<file path="src/rtl/seq_rot_pkg.sv">
// Package: shared command encoding for the rotating-bank read sequencer.
// Assumes a 2-bit command bus toward the memory-side pin driver.
package seq_rot_pkg;

    typedef enum logic [1:0] {
        CMD_NOP = 2'd0,
        CMD_ACT = 2'd1,
        CMD_RDA = 2'd2
    } sd_cmd_e;

endpackage

</file>
<file path="src/rtl/seq_slot_ctrl.sv">
// seq_slot_ctrl: session state for the rotating sequencer.
// Tracks whether a session runs, the slot phase (activate slot or read slot),
// whether a stop is pending or draining has begun, and the bank owed to the
// next activate slot. Assumes NUM_BANKS >= 2. Drain ends when the queue
// reports that no valid entry remains after the current cycle.
module seq_slot_ctrl #(
    parameter int NUM_BANKS = 4
) (
    input  logic                          clk,
    input  logic                          rst_n,
    input  logic                          start,
    input  logic                          stop,
    input  logic                          drained_next,
    output logic                          act_slot,
    output logic                          rd_slot,
    output logic                          take_ok,
    output logic                          end_run,
    output logic [$clog2(NUM_BANKS)-1:0]  act_bank
);

    localparam int BANK_W = $clog2(NUM_BANKS);
    localparam logic [BANK_W-1:0] LAST_BANK = BANK_W'(NUM_BANKS - 1);

    logic running;
    logic phase;       // 0: activate slot, 1: read slot
    logic draining;
    logic stop_pend;
    logic [BANK_W-1:0] bank_nxt;

    // Slot qualifiers seen by the rest of the block.
    always_comb begin
        act_slot = running && !phase;
        rd_slot  = running && phase;
        take_ok  = act_slot && !draining;
        end_run  = running && draining && drained_next;
        bank_nxt = (act_bank == LAST_BANK) ? '0 : act_bank + 1'b1;
    end

    // Session, phase, stop and rotation state.
    always_ff @(posedge clk) begin
        if (!rst_n) begin
            running   <= 1'b0;
            phase     <= 1'b0;
            draining  <= 1'b0;
            stop_pend <= 1'b0;
            act_bank  <= '0;
        end else if (!running) begin
            running   <= start;
            phase     <= 1'b0;
            draining  <= 1'b0;
            stop_pend <= 1'b0;
            act_bank  <= '0;
        end else if (end_run) begin
            running   <= 1'b0;
            phase     <= 1'b0;
            draining  <= 1'b0;
            stop_pend <= 1'b0;
            act_bank  <= '0;
        end else begin
            phase <= !phase;
            if (stop) begin
                stop_pend <= 1'b1;
            end
            if (!phase) begin
                act_bank <= bank_nxt;
                if (stop || stop_pend) begin
                    draining <= 1'b1;
                end
            end
        end
    end

endmodule

</file>
<file path="src/rtl/seq_col_queue.sv">
// seq_col_queue: in-order queue of pending reads, one entry per activate slot.
// Each entry keeps a valid flag (clear for a schedule hole), the bank and the
// column. Assumes push and pop never fall in the same cycle, and that pop is
// only requested while the queue holds entries. Flush empties it at once.
module seq_col_queue #(
    parameter int DEPTH  = 4,
    parameter int COL_W  = 9,
    parameter int BANK_W = 2
) (
    input  logic                        clk,
    input  logic                        rst_n,
    input  logic                        flush,
    input  logic                        push,
    input  logic                        push_vld,
    input  logic [BANK_W-1:0]           push_bank,
    input  logic [COL_W-1:0]            push_col,
    input  logic                        pop,
    output logic [$clog2(DEPTH+1)-1:0]  count,
    output logic                        head_vld,
    output logic [BANK_W-1:0]           head_bank,
    output logic [COL_W-1:0]            head_col,
    output logic                        drained_next
);

    localparam int PTR_W = (DEPTH > 1) ? $clog2(DEPTH) : 1;
    localparam int CNT_W = $clog2(DEPTH + 1);
    localparam logic [PTR_W-1:0] LAST_PTR = PTR_W'(DEPTH - 1);

    logic [DEPTH-1:0]  vld_q;
    logic [BANK_W-1:0] bank_q [DEPTH];
    logic [COL_W-1:0]  col_q  [DEPTH];
    logic [PTR_W-1:0]  wr_ptr;
    logic [PTR_W-1:0]  rd_ptr;
    logic [CNT_W-1:0]  vcnt;
    logic [CNT_W-1:0]  vcnt_next;

    // Head view and count of valid entries after this cycle.
    always_comb begin
        head_vld  = vld_q[rd_ptr];
        head_bank = bank_q[rd_ptr];
        head_col  = col_q[rd_ptr];
        vcnt_next = vcnt;
        if (push && push_vld) begin
            vcnt_next = vcnt_next + 1'b1;
        end
        if (pop && head_vld) begin
            vcnt_next = vcnt_next - 1'b1;
        end
        drained_next = (vcnt_next == '0);
    end

    // Entry storage, written at the write pointer.
    always_ff @(posedge clk) begin
        if (!rst_n) begin
            vld_q <= '0;
            for (int i = 0; i < DEPTH; i++) begin
                bank_q[i] <= '0;
                col_q[i]  <= '0;
            end
        end else if (flush) begin
            vld_q <= '0;
        end else if (push) begin
            for (int i = 0; i < DEPTH; i++) begin
                if (wr_ptr == PTR_W'(i)) begin
                    vld_q[i]  <= push_vld;
                    bank_q[i] <= push_bank;
                    col_q[i]  <= push_col;
                end
            end
        end
    end

    // Pointers and occupancy counters.
    always_ff @(posedge clk) begin
        if (!rst_n || flush) begin
            wr_ptr <= '0;
            rd_ptr <= '0;
            count  <= '0;
            vcnt   <= '0;
        end else begin
            vcnt <= vcnt_next;
            if (push) begin
                wr_ptr <= (wr_ptr == LAST_PTR) ? '0 : wr_ptr + 1'b1;
                count  <= count + 1'b1;
            end else if (pop) begin
                rd_ptr <= (rd_ptr == LAST_PTR) ? '0 : rd_ptr + 1'b1;
                count  <= count - 1'b1;
            end
        end
    end

endmodule

</file>
<file path="src/rtl/seq_cmd_out.sv">
// seq_cmd_out: registered command stage toward the memory pins.
// Encodes ACTIVATE (row on the address bus), READ with auto-precharge
// (column in the low bits, AP_BIT set) or NOP (bank and address zero).
// Assumes do_act and do_rd are never both high, and COL_W <= AP_BIT < ADDR_W.
module seq_cmd_out
    import seq_rot_pkg::*;
#(
    parameter int ADDR_W = 13,
    parameter int COL_W  = 9,
    parameter int BANK_W = 2,
    parameter int AP_BIT = 10
) (
    input  logic              clk,
    input  logic              rst_n,
    input  logic              do_act,
    input  logic [BANK_W-1:0] act_bank,
    input  logic [ADDR_W-1:0] act_row,
    input  logic              do_rd,
    input  logic [BANK_W-1:0] rd_bank_in,
    input  logic [COL_W-1:0]  rd_col_in,
    output logic [1:0]        cmd,
    output logic [BANK_W-1:0] cmd_bank,
    output logic [ADDR_W-1:0] cmd_addr,
    output logic              rd_strobe,
    output logic [BANK_W-1:0] rd_bank,
    output logic [COL_W-1:0]  rd_col
);

    logic [ADDR_W-1:0] rd_addr;

    // READ address: column in the low bits, auto-precharge flag set.
    always_comb begin
        rd_addr                = '0;
        rd_addr[COL_W-1:0]     = rd_col_in;
        rd_addr[AP_BIT]        = 1'b1;
    end

    // Command, address and read-issued strobe registers.
    always_ff @(posedge clk) begin
        if (!rst_n) begin
            cmd       <= CMD_NOP;
            cmd_bank  <= '0;
            cmd_addr  <= '0;
            rd_strobe <= 1'b0;
            rd_bank   <= '0;
            rd_col    <= '0;
        end else if (do_act) begin
            cmd       <= CMD_ACT;
            cmd_bank  <= act_bank;
            cmd_addr  <= act_row;
            rd_strobe <= 1'b0;
            rd_bank   <= '0;
            rd_col    <= '0;
        end else if (do_rd) begin
            cmd       <= CMD_RDA;
            cmd_bank  <= rd_bank_in;
            cmd_addr  <= rd_addr;
            rd_strobe <= 1'b1;
            rd_bank   <= rd_bank_in;
            rd_col    <= rd_col_in;
        end else begin
            cmd       <= CMD_NOP;
            cmd_bank  <= '0;
            cmd_addr  <= '0;
            rd_strobe <= 1'b0;
            rd_bank   <= '0;
            rd_col    <= '0;
        end
    end

endmodule

</file>
<file path="src/rtl/sdram_rot_seq.sv">
// sdram_rot_seq: top of the rotating-bank read sequencer.
// Activate slots and read slots alternate. Each activate slot pushes one queue
// entry (a hole if no request was taken, or while draining). A read slot pops
// once the queue holds NUM_BANKS-1 entries, which places every READ five
// cycles after its ACTIVATE when NUM_BANKS is 4. Assumes an initialized
// memory whose timing fits this spacing.
module sdram_rot_seq #(
    parameter int NUM_BANKS = 4,
    parameter int ADDR_W    = 13,
    parameter int COL_W     = 9,
    parameter int AP_BIT    = 10
) (
    input  logic                          clk,
    input  logic                          rst_n,
    input  logic                          start,
    input  logic                          stop,
    input  logic                          req_valid,
    output logic                          req_ready,
    input  logic [ADDR_W-1:0]             req_row,
    input  logic [COL_W-1:0]              req_col,
    output logic [1:0]                    cmd,
    output logic [$clog2(NUM_BANKS)-1:0]  cmd_bank,
    output logic [ADDR_W-1:0]             cmd_addr,
    output logic                          rd_strobe,
    output logic [$clog2(NUM_BANKS)-1:0]  rd_bank,
    output logic [COL_W-1:0]              rd_col
);

    localparam int BANK_W = $clog2(NUM_BANKS);
    localparam int CNT_W  = $clog2(NUM_BANKS + 1);
    localparam logic [CNT_W-1:0] LEAD = CNT_W'(NUM_BANKS - 1);

    logic              act_slot;
    logic              rd_slot;
    logic              take_ok;
    logic              end_run;
    logic [BANK_W-1:0] act_bank;
    logic [CNT_W-1:0]  q_count;
    logic              head_vld;
    logic [BANK_W-1:0] head_bank;
    logic [COL_W-1:0]  head_col;
    logic              drained_next;
    logic              accept;
    logic              pop;
    logic              do_rd;

    // Handshake and slot decisions for this cycle.
    always_comb begin
        req_ready = take_ok;
        accept    = take_ok && req_valid;
        pop       = rd_slot && (q_count == LEAD);
        do_rd     = pop && head_vld;
    end

    seq_slot_ctrl #(
        .NUM_BANKS (NUM_BANKS)
    ) u_ctrl (
        .clk          (clk),
        .rst_n        (rst_n),
        .start        (start),
        .stop         (stop),
        .drained_next (drained_next),
        .act_slot     (act_slot),
        .rd_slot      (rd_slot),
        .take_ok      (take_ok),
        .end_run      (end_run),
        .act_bank     (act_bank)
    );

    seq_col_queue #(
        .DEPTH  (NUM_BANKS),
        .COL_W  (COL_W),
        .BANK_W (BANK_W)
    ) u_queue (
        .clk          (clk),
        .rst_n        (rst_n),
        .flush        (end_run),
        .push         (act_slot),
        .push_vld     (accept),
        .push_bank    (act_bank),
        .push_col     (req_col),
        .pop          (pop),
        .count        (q_count),
        .head_vld     (head_vld),
        .head_bank    (head_bank),
        .head_col     (head_col),
        .drained_next (drained_next)
    );

    seq_cmd_out #(
        .ADDR_W (ADDR_W),
        .COL_W  (COL_W),
        .BANK_W (BANK_W),
        .AP_BIT (AP_BIT)
    ) u_out (
        .clk        (clk),
        .rst_n      (rst_n),
        .do_act     (accept),
        .act_bank   (act_bank),
        .act_row    (req_row),
        .do_rd      (do_rd),
        .rd_bank_in (head_bank),
        .rd_col_in  (head_col),
        .cmd        (cmd),
        .cmd_bank   (cmd_bank),
        .cmd_addr   (cmd_addr),
        .rd_strobe  (rd_strobe),
        .rd_bank    (rd_bank),
        .rd_col     (rd_col)
    );

endmodule

</file>
<file path="config.mk">
export PLATFORM = sky130hd
export DESIGN_NAME = sdram_rot_seq
export DESIGN_NICKNAME = d
export VERILOG_FILES = /design/src/rtl/seq_rot_pkg.sv /design/src/rtl/seq_slot_ctrl.sv /design/src/rtl/seq_col_queue.sv /design/src/rtl/seq_cmd_out.sv /design/src/rtl/sdram_rot_seq.sv
export SDC_FILE = /design/constraint.sdc
export NUM_CORES = 1
export LEC_CHECK = 0
export ABC_AREA = 1
export BUFFER_PORTS_ARGS = -buffer_cell sky130_fd_sc_hd__buf_4
export CORE_UTILIZATION = 40
export CTS_BUF_LIST = sky130_fd_sc_hd__clkbuf_8
export CTS_CLUSTER_SIZE = 10
export DETAILED_ROUTE_END_ITERATION = 6
export SLEW_MARGIN = 10
export SYNTH_ARGS = -nofsm -noshare
export SYNTH_HDL_FRONTEND = slang
export SYNTH_SLANG_ARGS = --single-unit
</file>
<file path="constraint.sdc">
create_clock -name clk -period 2.5 [get_ports clk]
set_clock_uncertainty 0.2 [all_clocks]
set_input_delay 0.75 -clock clk [delete_from_list [all_inputs] [get_ports clk]]
set_output_delay 0.75 -clock clk [all_outputs]
set_load 0.02 [all_outputs]
</file>
==> results by group <==
STA
  – Number of pins exceeding their max-slew limit in the final report: 0
  – Post-route minimum period: 2516 ps
  – Post-route worst setup slack: -16.46 ps
  – RSZ-0062 raised after global routing: true
  – Share of the clock period used by the worst path: 1.007
  – Final number of hold-violating endpoints: 0
  – Setup violations, final: 16
  – Maximum operating frequency: 0.3974 GHz
  – Worst-Margin Slew: 614.0 ps
  – Max-slew headroom at the worst pin: 0.5902
  – Total negative slack: -133.7 ps

Pwr
  – Pleak: 0.002180 uW
  – Total net switching power: 792.6 uW
  – Combinational share of power: 0.107
  – Total Power: 2997 uW
  – Cell-internal power: 2204 uW
  – Total power density per cell area: 587.3 nW/um2
  – Sw frac: 0.2645
  – Worst ir drop on vdd: 0.3387 mV
  – Proportion of power drawn by the clock network: 0.327
  – Sequential fraction of design power: 0.566

Worst setup path
  – CP endpoint: u_queue.bank_q[0][1]$_SDFFCE_PN0P_
  – Nature of the critical path startpoint: flop
  – Required time of the critical path: 2430 ps
  – Cells traversed along the worst timing path: ha_4 -> nand4_1 -> nand2_1 -> inv_1 -> ha_1 -> inv_1 -> nand4_1 -> nand2_2 -> nor2_4 -> buf_6 -> nand3_4 -> nand2_1 -> nand2_2 -> buf_12
  – Capturing element type of the critical path: flop
  – Maximum single-stage delay on the critical path: 370 ps
  – Worst reg2reg setup slack: -20 ps
  – Destination of the worst register-to-register timing path: u_queue.bank_q[0][1]$_SDFFCE_PN0P_
  – CP Class: reg2reg
  – Max Fanout on Critical Path: 11
  – Critical path's slowest cell: sky130_fd_sc_hd__dfxtp_4
  – Worst reg-to-reg path cell count: 14
  – Worst setup path startpoint: u_queue.vcnt[0]$_SDFF_PP0_
  – Crit Reg-Reg Startpoint: u_queue.vcnt[0]$_SDFF_PP0_
  – WP data arrival: 2440 ps

Cells and area
  – Count of nets after finishing: 552
  – Area of combinational cells with multiple inputs: 1394 um2
  – Leading cell type in the layout, fill and taps excluded: sky130_fd_sc_hd__nor2_1
  – Number of inserted filler cells in the final layout: 842
  – Share of final-layout standard cells stronger than drive strength 1: 0.2630
  – Register area: 2328 um2
  – Most used cells in the layout excluding fill and tap cells: sky130_fd_sc_hd__nor2_1, sky130_fd_sc_hd__buf_4, sky130_fd_sc_hd__nand2_1
  – Cell area after layout: 5102 um2
  – Diodes inserted: 0
  – Relative area change from synthesis to final layout: 32.40%

GRT
  – Global-route usage over all layers: 0.1762
  – Total congestion overflow: 0
  – Largest net degree at the start of global routing: 23
  – Via count of the first global-routing pass: 2754
  – First-pass GRT wire length: 13520 um
  – Antenna violations before repair: 0

Clock tree
  – CTS clk-pin slew, worst paths: 100 ps
  – TritonCTS clock tree: yes
  – Root Buffer: sky130_fd_sc_hd__clkbuf_8
  – Latest clock arrival within the worst-skew pair: 360 ps
  – CTS H-Tree Depth: 3
  – Number of buffers added to fix hold violations after cts: 0
  – Total CTS buffers: 9
  – CTS Buffer Depth: 2
  – Number of clock sinks: 94

Yosys
  – Sequential area share after synthesis: 0.6026
  – Netlist Area Pre-Place: 3854 um2
  – Distinct cells, synth: 24
  – Net Count, Synth: 465
  – Yosys warnings: 0
  – Post-synthesis average cell area: 8.983 um2
  – Total of flip-flops plus latches after synthesis: 94
  – Cells after synthesis: 429

Floorplanning
  – I/O pin cnt: 57
  – Placeable core region: 9284 um2
  – Vertical die dimension: 100.2 um
  – Floorplan row count: 35
  – Starting utilization of the core area: 0.4151
  – Die footprint: 10030 um2
  – Floorplan die width: 100.2 um

Placement
  – Number of I/O port buffers: 56
  – Gpl congestion: 0.7812
  – Half-perimeter wire length of the detailed placement result: 5989 um
  – Area after DPL: 4664 um2

Status
  – Failing checks: negative setup slack
  – Outcome: finished with violations

Detailed routing
  – Mean number of vias per cell: 4.703
  – Average wire per cell in the routed design: 13.58 um
  – Detailed-route via count: 3057
  – Number of routed nets with antenna violations: 0
  – DR pass1 iterations: 4
  – Post-detailed-routing wire length: 8826 um
  – Initial drt markers: 129
  – DRC violation count after routing: 0

Job
  – Reported max-cap violation count: 0

Hold path
  – HP Start: u_ctrl.stop_pend$_SDFFE_PP0P_
  – Kind of path behind the tightest hold check: reg2reg
final cells by class:
class / count / area share
clock buffers: 9 / 0.02428
clock inverters: 7 / 0.01275
inverters: 51 / 0.03752
multi-input cells: 269 / 0.2732
flip-flops and latches: 94 / 0.4564
well taps: 129 / 0.03163
repair buffers: 91 / 0.1643
critical path: cells and delay by family (launching register included):
family                   cells  cell delay [ps]
buffers and inverters        4              370
flip-flops                   1              370
AND/OR/NAND/NOR              8              830
adder cells (fa/ha/maj)      2              520
layer usage:
| layer | routed length, um | track usage |
|---|---|---|
| met3 | 435 | 0.04248 |
| met1 | 4215 | 0.2449 |
| met2 | 4073 | 0.2771 |
| met4 | 103 | 0.04571 |
| met5 | 0 | 0 |
through the flow:
step / instances / setup slack (ps) / hold WS [ps] / util
global route: 650 / -134.0 / 332.5 / 0.5496
detailed placement: 626 / -283.0 / 267.8 / 0.5024
global placement: 626 / -233.3 / 255.2 / 0.5024
CTS: 642 / 37.16 / 296.1 / 0.5228
finish: 650 / -16.46 / 299.5 / 0.5496
floorplan: 429 / 13.35 / 239.6 / -
how the worst min path moves through the flow:
stage | end | slack [ps] | cells after the start
final | u_ctrl.stop_pend$_SDFFE_PP0P_ | 300 | 2
after global placement | u_ctrl.stop_pend$_SDFFE_PP0P_ | 260 | 2
after floorplan | u_ctrl.stop_pend$_SDFFE_PP0P_ | 240 | 2
after detailed placement | u_ctrl.stop_pend$_SDFFE_PP0P_ | 270 | 2
after CTS | u_ctrl.stop_pend$_SDFFE_PP0P_ | 300 | 2
after global routing | u_ctrl.stop_pend$_SDFFE_PP0P_ | 330 | 2
cells in the mapped netlist:
| master | count | share of area |
|---|---|---|
| sky130_fd_sc_hd__nand3_2 | 2 | 0.0052 |
| sky130_fd_sc_hd__nor2_1 | 112 | 0.11 |
| sky130_fd_sc_hd__ha_1 | 8 | 0.026 |
| sky130_fd_sc_hd__a21o_1 | 1 | 0.0019 |
| sky130_fd_sc_hd__fa_1 | 1 | 0.0052 |
| sky130_fd_sc_hd__o21ai_0 | 45 | 0.058 |
| sky130_fd_sc_hd__buf_6 | 1 | 0.0029 |
| sky130_fd_sc_hd__inv_1 | 48 | 0.047 |
| sky130_fd_sc_hd__buf_2 | 1 | 0.0013 |
| sky130_fd_sc_hd__o22ai_1 | 10 | 0.016 |
| sky130_fd_sc_hd__inv_2 | 3 | 0.0029 |
| sky130_fd_sc_hd__dfxtp_1 | 50 | 0.26 |
| sky130_fd_sc_hd__a32o_1 | 2 | 0.0052 |
| sky130_fd_sc_hd__nand4_1 | 3 | 0.0049 |
| sky130_fd_sc_hd__nor2_4 | 1 | 0.0029 |
| sky130_fd_sc_hd__nand2_2 | 2 | 0.0032 |
| sky130_fd_sc_hd__nand2_1 | 64 | 0.062 |
| sky130_fd_sc_hd__clkbuf_1 | 9 | 0.0088 |
| sky130_fd_sc_hd__nand4_2 | 1 | 0.0032 |
| sky130_fd_sc_hd__edfxtp_1 | 44 | 0.34 |
| sky130_fd_sc_hd__buf_4 | 5 | 0.0097 |
| sky130_fd_sc_hd__a21oi_1 | 3 | 0.0039 |
| sky130_fd_sc_hd__nand3_1 | 12 | 0.016 |
| sky130_fd_sc_hd__or2_2 | 1 | 0.0016 |
flip-flops by register name (all words and copies together) (netlist names), 3 cells and up, named ones only:
name and flops:
u_queue.col_q 36, u_out.rd_col 9, u_queue.count 3, u_queue.vcnt 3, u_queue.bank_q 8, u_queue.vld_q 4, u_out.cmd_addr 13
cells by family after synthesis:
| family | count (synthesis) | synth area share |
|---|---|---|
| and+or+nand+nor | 198 | 0.2081 |
| DFF | 94 | 0.6026 |
| buffers and inverters | 67 | 0.07240 |
| AOI/OAI and AO/OA | 61 | 0.08572 |
| adders and majority gates | 9 | 0.03117 |
power groups by stage:
| stage | clock network [uW] | logic, uW | registers, uW |
|---|---|---|---|
| 3_5_place_dp | 0 | 287 | 1730 |
| 4_1_cts | 1010 | 289 | 1700 |
| 5_1_grt | 1070 | 356 | 1700 |
| 2_1_floorplan | 0 | 149 | 1730 |
| 3_3_place_gp | 0 | 284 | 1730 |
| 6_report | 980 | 321 | 1700 |
timing repair:
| action | CTS | global route |
|---|---|---|
| buffers inserted | 0 | 4 |
| endpoints found under the setup margin | 0 | 90 |
| resized for setup | 0 | 31 |
Power figures use the tool's default switching activity.
